File: config.mk
export PLATFORM = sky130hd
export DESIGN_NAME = wiper_tap_ctrl
export DESIGN_NICKNAME = d
export VERILOG_FILES = /design/src/rtl/wiper_pkg.sv /design/src/rtl/wiper_pos_reg.sv /design/src/rtl/tap_decoder.sv /design/src/rtl/wiper_tap_ctrl.sv
export SDC_FILE = /design/constraint.sdc
export NUM_CORES = 1
export LEC_CHECK = 0
export BUFFER_PORTS_ARGS = -buffer_cell sky130_fd_sc_hd__buf_2
export CAP_MARGIN = 10
export CORE_MARGIN = 2
export CORE_UTILIZATION = 42
export CTS_BUF_LIST = sky130_fd_sc_hd__clkbuf_4 sky130_fd_sc_hd__clkbuf_8
export DETAILED_ROUTE_END_ITERATION = 8
export PLACE_DENSITY_LB_ADDON = 0.2
export SLEW_MARGIN = 10
export SYNTH_ARGS = -nofsm -noshare
export SYNTH_HDL_FRONTEND = slang
export SYNTH_SLANG_ARGS = --single-unit
export TNS_END_PERCENT = 10
File: constraint.sdc
create_clock -name clk -period 2.2 [get_ports clk]
set_input_delay 0.22 -clock clk [delete_from_list [all_inputs] [get_ports clk]]
set_output_delay 0.22 -clock clk [all_outputs]
set_load 0.005 [all_outputs]
File: src/rtl/wiper_pkg.sv
package wiper_pkg;
  // Which source updates the position this cycle, highest rank first.
  typedef enum logic [2:0] {
    UPD_RECALL,
    UPD_WRITE,
    UPD_XFER,
    UPD_STEP,
    UPD_HOLD
  } upd_e;
endpackage

File: src/rtl/wiper_pos_reg.sv
module wiper_pos_reg
  import wiper_pkg::*;
#(
  parameter int POS_W  = 6,
  parameter int NUM_DR = 4,
  parameter int SEL_W  = (NUM_DR > 1) ? $clog2(NUM_DR) : 1
) (
  input  logic                    clk,
  input  logic                    rst_n,
  input  logic                    recall_stb,
  input  logic                    wr_stb,
  input  logic [POS_W-1:0]        wr_data,
  input  logic                    xfer_stb,
  input  logic [SEL_W-1:0]        xfer_sel,
  input  logic [NUM_DR*POS_W-1:0] dr_bank,
  input  logic                    step_en,
  input  logic                    step_up,
  output logic [POS_W-1:0]        pos_d,
  output logic [POS_W-1:0]        pos_q
);
  localparam logic [POS_W-1:0] CODE_MAX = '1;
  localparam logic [POS_W-1:0] CODE_MIN = '0;

  logic [POS_W-1:0] dr_word [NUM_DR];
  logic [POS_W-1:0] xfer_word;
  logic             at_top, at_bot;
  upd_e             upd;

  for (genvar g = 0; g < NUM_DR; g++) begin : g_word
    assign dr_word[g] = dr_bank[g*POS_W +: POS_W];
  end

  assign xfer_word = (int'(xfer_sel) < NUM_DR) ? dr_word[xfer_sel] : pos_q;
  assign at_top    = (pos_q == CODE_MAX);
  assign at_bot    = (pos_q == CODE_MIN);

  always_comb begin
    if (recall_stb)    upd = UPD_RECALL;
    else if (wr_stb)   upd = UPD_WRITE;
    else if (xfer_stb) upd = UPD_XFER;
    else if (step_en)  upd = UPD_STEP;
    else               upd = UPD_HOLD;
  end

  always_comb begin
    unique case (upd)
      UPD_RECALL: pos_d = dr_word[0];
      UPD_WRITE:  pos_d = wr_data;
      UPD_XFER:   pos_d = xfer_word;
      UPD_STEP: begin
        if (step_up) pos_d = at_top ? pos_q : pos_q + POS_W'(1);
        else         pos_d = at_bot ? pos_q : pos_q - POS_W'(1);
      end
      default:    pos_d = pos_q;
    endcase
  end

  always_ff @(posedge clk or negedge rst_n) begin
    if (!rst_n) pos_q <= CODE_MIN;
    else        pos_q <= pos_d;
  end

  // Assertions guarding the update logic
  logic step_only, idle;
  assign step_only = step_en & ~recall_stb & ~wr_stb & ~xfer_stb;
  assign idle      = ~step_en & ~recall_stb & ~wr_stb & ~xfer_stb;

  a_r8_recall_word0: assert property (@(posedge clk) disable iff (!rst_n)
    recall_stb |=> pos_q == $past(dr_bank[POS_W-1:0]));
  a_r6_write_loads: assert property (@(posedge clk) disable iff (!rst_n)
    (wr_stb && !recall_stb) |=> pos_q == $past(wr_data));
  a_r7_xfer_loads: assert property (@(posedge clk) disable iff (!rst_n)
    (xfer_stb && !wr_stb && !recall_stb && int'(xfer_sel) < NUM_DR)
      |=> pos_q == $past(dr_bank[xfer_sel*POS_W +: POS_W]));
  a_r4_step_up: assert property (@(posedge clk) disable iff (!rst_n)
    (step_only && step_up && pos_q != CODE_MAX) |=> pos_q == $past(pos_q) + POS_W'(1));
  a_r4_step_down: assert property (@(posedge clk) disable iff (!rst_n)
    (step_only && !step_up && pos_q != CODE_MIN) |=> pos_q == $past(pos_q) - POS_W'(1));
  a_r5_sat_top: assert property (@(posedge clk) disable iff (!rst_n)
    (step_only && step_up && pos_q == CODE_MAX) |=> $stable(pos_q));
  a_r5_sat_bottom: assert property (@(posedge clk) disable iff (!rst_n)
    (step_only && !step_up && pos_q == CODE_MIN) |=> $stable(pos_q));
  a_r10_hold: assert property (@(posedge clk) disable iff (!rst_n)
    idle |=> $stable(pos_q));
endmodule

File: src/rtl/tap_decoder.sv
module tap_decoder #(
  parameter int POS_W = 6,
  parameter int TAPS  = 1 << POS_W
) (
  input  logic             clk,
  input  logic             rst_n,
  input  logic [POS_W-1:0] code_d,
  output logic [TAPS-1:0]  tap_q
);
  logic [TAPS-1:0] hot_d;

  for (genvar g = 0; g < TAPS; g++) begin : g_tap
    assign hot_d[g] = (code_d == POS_W'(g));
  end

  // Registered so the switch select never shows a decode glitch.
  always_ff @(posedge clk or negedge rst_n) begin
    if (!rst_n) tap_q <= TAPS'(1);
    else        tap_q <= hot_d;
  end

  a_r2_single_tap: assert property (@(posedge clk) disable iff (!rst_n)
    $countones(tap_q) == 1);
  a_r3_low_end: assert property (@(posedge clk) disable iff (!rst_n)
    (code_d == '0) |=> tap_q[0]);
  a_r3_high_end: assert property (@(posedge clk) disable iff (!rst_n)
    (code_d == '1) |=> tap_q[TAPS-1]);
endmodule

File: src/rtl/wiper_tap_ctrl.sv
module wiper_tap_ctrl #(
  parameter int POS_W  = 6,
  parameter int NUM_DR = 4,
  localparam int SEL_W = (NUM_DR > 1) ? $clog2(NUM_DR) : 1,
  localparam int TAPS  = 1 << POS_W
) (
  input  logic                    clk,
  input  logic                    rst_n,
  input  logic                    recall_stb,
  input  logic                    wr_stb,
  input  logic [POS_W-1:0]        wr_data,
  input  logic                    xfer_stb,
  input  logic [SEL_W-1:0]        xfer_sel,
  input  logic [NUM_DR*POS_W-1:0] dr_bank,
  input  logic                    step_en,
  input  logic                    step_up,
  output logic [POS_W-1:0]        pos,
  output logic [TAPS-1:0]         tap_sel
);
  logic [POS_W-1:0] pos_next;

  wiper_pos_reg #(.POS_W(POS_W), .NUM_DR(NUM_DR), .SEL_W(SEL_W)) u_pos (
    .clk        (clk),
    .rst_n      (rst_n),
    .recall_stb (recall_stb),
    .wr_stb     (wr_stb),
    .wr_data    (wr_data),
    .xfer_stb   (xfer_stb),
    .xfer_sel   (xfer_sel),
    .dr_bank    (dr_bank),
    .step_en    (step_en),
    .step_up    (step_up),
    .pos_d      (pos_next),
    .pos_q      (pos)
  );

  tap_decoder #(.POS_W(POS_W), .TAPS(TAPS)) u_dec (
    .clk    (clk),
    .rst_n  (rst_n),
    .code_d (pos_next),
    .tap_q  (tap_sel)
  );

  // The register and the decoder are separate flops; they must agree.
  a_r2_tap_tracks_pos: assert property (@(posedge clk) disable iff (!rst_n)
    tap_sel[pos] == 1'b1);
endmodule

==> qor.csv <==
stage;metric;value;unit
power_and_ir_drop;p_leak;2.126;nW
placement;place_area;0.003736;mm2
sta;finalSetupViolCount;26;
clock_network;worstSkewPairLatency;0.34;ns
placement;place_worst_setup_slack;-0.08401;ns
logic_synthesis;synth_area;0.002989;mm2
sta;worstMarginPinSlew;0.6766;ns
sta;setup_ws;-0.04723;ns
layout;final_util;60.77;%
layout;synthToLayoutAreaGrowth;38.89;%
grt;grt_first_pass_wirelength;12340;um
layout;fin_nets;431;
sta;hold_viol;0;
routing;finalWirelength;7866;um
power_and_ir_drop;finalPower;2.910;mW
floorplan;floorplan.initialDensity;43.75;%
floorplan;rows;30;
clock_network;clock_path_buffers;2;
power_and_ir_drop;combPwrFrac;18.8;%
routing;vias;2476;
critical_path;cp-end-kind;register;
logic_synthesis;netlist.area_leader.share;57.76;%
logic_synthesis;synth_top_area_cell;dfrtp_1;
logic_synthesis;synth_seq_cells;70;
outcome;violations;setup timing;
logic_synthesis;ys_seq_area_share;58.64;%
layout;multiInputGateArea;0.001282;mm2
sta;fin_setup_tns;-0.4406;ns
hold_path;hold_path.class;input port to register;
grt;grt_max_degree;47;
layout;diodes;0;
critical_path;worstSetupPathType;register to register;
logic_synthesis;synth_edf_count;0;
clock_network;path_clk_slew;0.08;ns
placement;routabilityCongestion;0.8572;
clock_network;numCtsBuffers;9;
routing;drt_iter0_drc;109;
clock_network;cts-root-buf;clkbuf_8;
power_and_ir_drop;intPower;2.088;mW
grt;grt-ovfl-total;0;
critical_path;reg2reg_from;u_pos.pos_q[0]$_DFF_PN0_;
power_and_ir_drop;power_density;701.0;mW/mm2
logic_synthesis;syn_inst;249;
logic_synthesis;avgSynthCellArea;12.00;um2
layout;drive_above_1_share;50.51;%
routing;viasPerCell;5.053;
sta;fmax;0.4450;GHz
placement;dpl.cell_count;463;
critical_path;path_max_fanout;5;
sta;rsz0062_at_grt;true;
placement;hpwl;5187;um
logic_synthesis;synth_ff_type;dfrtp_1;
layout;stdcell_area;0.004151;mm2
floorplan;ios;109;
run;drv_cap;0;
critical_path;crit_arrival;2.51;ns
logic_synthesis;syn-num-nets;291;
grt;grt_usage;21.17;%
routing;routedWlPerCell;16.05;um
layout;seq_area;0.001755;mm2
floorplan;dieWidth;88.36;um
sta;slew_violations;0;
power_and_ir_drop;p_sw;0.8222;mW
critical_path;crit_start;u_pos.pos_q[0]$_DFF_PN0_;
logic_synthesis;synth_cell_types;59;
clock_network;cts_tree;yes;
power_and_ir_drop;vdd_drop_max;417.2;uV
hold_path;holdCritStartpoint;wr_data[2];
critical_path;worstPathRequired;2.46;ns
floorplan;core_area;0.006832;mm2
clock_network;clock_sinks;70;
grt;antenna_found_initial;0;
sta;slew_headroom;54.89;%
sta;fin_crit;2.247;ns
sta;whs;0.2688;ns
floorplan;die_h;88.36;um
routing;dr.pass1.iters;4;
grt;grt_pass1_vias;2456;
logic_synthesis;synth_area_leaders;dfrtp_1 (58%), nor2_1 (7.8%), mux4_2 (4.5%), nand3b_1 (2.0%), buf_6 (1.9%);
power_and_ir_drop;power_frac_seq;46.4;%
layout;stdcell_count;490;
outcome;outcome;finished with violations;
layout;fill_cells;581;
sta;finalCritPeriodShare;102.1;%
power_and_ir_drop;swShare;28.25;%
sta;clock-skew-final;0.008559;ns
critical_path;start_kind;register;
placement;port_buffers;108;
floorplan;die-area;0.007807;mm2
logic_synthesis;yosys_warnings;0;
routing;detail-route-antenna-nets;0;
clock_network;htree_levels;3;
power_and_ir_drop;clock_power_share;34.8;%
logic_synthesis;async_flop_share;100.0;%
routing;drc;0;
==> cell type report <==
class	count	share of cell area (%)
Clock buffer	9	2.984
Clock inverter	7	1.748
Inverter	6	0.5726
Multi-Input combinational cell	166	30.89
Sequential cell	70	42.28
Tap cell	96	2.893
Timing Repair Buffer	136	18.63
==> power by group through the flow <==
stage / Clock [mW] / Sequential, mW / Combinational (mW)
after floorplan: 0 / 1.37 / 0.269
after global placement: 0 / 1.37 / 0.469
after detailed placement: 0 / 1.37 / 0.473
after CTS: 1.03 / 1.35 / 0.524
after global routing: 1.07 / 1.35 / 0.602
final: 1.01 / 1.35 / 0.547
==> metal layers <==
layer	vias up	wire, um	share of wire (%)	track usage, %
met5	-	0	0	0
met4	0	123	1.6	7.300
met3	10	554	7.0	4.757
met2	106	3772	48	34.18
met1	1197	3416	43	28.42
li1	1163	-	-	-
==> cell families (layout without fill, tap and decap cells) <==
family,Yosys count,after routing,share of synthesized area [%]
XOR/XNOR,2,2,0.5861
flip-flops,70,70,58.64
AND/OR/NAND/NOR,118,120,20.89
AO/OA/AOI/OAI,32,34,10.09
adder cells (fa/ha/maj),3,3,1.256
multiplexers,7,7,4.856
buffers and inverters,17,158,3.683
==> state kept, by name, indices dropped and copies added, names as in the netlist <==
register,cells
u_dec.tap_q,64
u_pos.pos_q,6
==> synth_stat cells, types with 3 or more instances <==
cell       n
nand2_1   13
buf_2      5
inv_1      5
o211ai_1   3
mux4_2     6
ha_1       3
nor2_1    62
nand3b_1   8
buf_6      5
nand3_1   10
a222oi_1   4
and3_1     3
dfrtp_1   69
==> critical path, cell delays in order, from the launching register on <==
cell       delay (ns)
dfrtp_2          0.42
inv_2            0.09
ha_4             0.13
or4b_4           0.50
o2111ai_2        0.23
nand4_4          0.16
and3b_2          0.31
nand3b_1         0.17
nor2_1           0.14
==> layout by cell type (no fill, tap or decap), drive strengths merged, types with 4 or more instances in the layout <==
cell type | Yosys | layout
nand3 | 12 | 13
clkbuf | 1 | 9
buf | 10 | 135
dfrtp | 69 | 69
a222oi | 4 | 4
nand3b | 9 | 10
a21boi | 4 | 4
nand2 | 13 | 13
nor2 | 64 | 64
mux4 | 6 | 6
inv | 5 | 7
o21ai | 4 | 4
==> path summary, 6_finish.rpt <==
| check | end | slack (ns) | cells past startpoint |
|---|---|---|---|
| min | u_pos.pos_q[2]$_DFF_PN0_ | 0.27 | 3 |
| max reg2reg | u_dec.tap_q[49]$_DFF_PN0_ | -0.05 | 8 |
| max in group asynchronous | u_dec.tap_q[0]$_DFF_PN1_ | 1.05 | 3 |
| min in group asynchronous | u_pos.pos_q[3]$_DFF_PN0_ | 0.45 | 2 |
| min reg2reg | u_pos.pos_q[2]$_DFF_PN0_ | 0.86 | 3 |
| max | u_dec.tap_q[49]$_DFF_PN0_ | -0.05 | 8 |
==> repair_timing <==
item                                   4_1_cts  5_1_grt
cloned                                       2        2
buffers inserted                             6        0
pin swaps                                   24        1
hold buffers                                 1        0
endpoints found under the hold margin       24        0
gates resized for setup                     16        9
setup endpoints to repair                   64       64
Note: power is estimated with default switching activity, not from simulation.
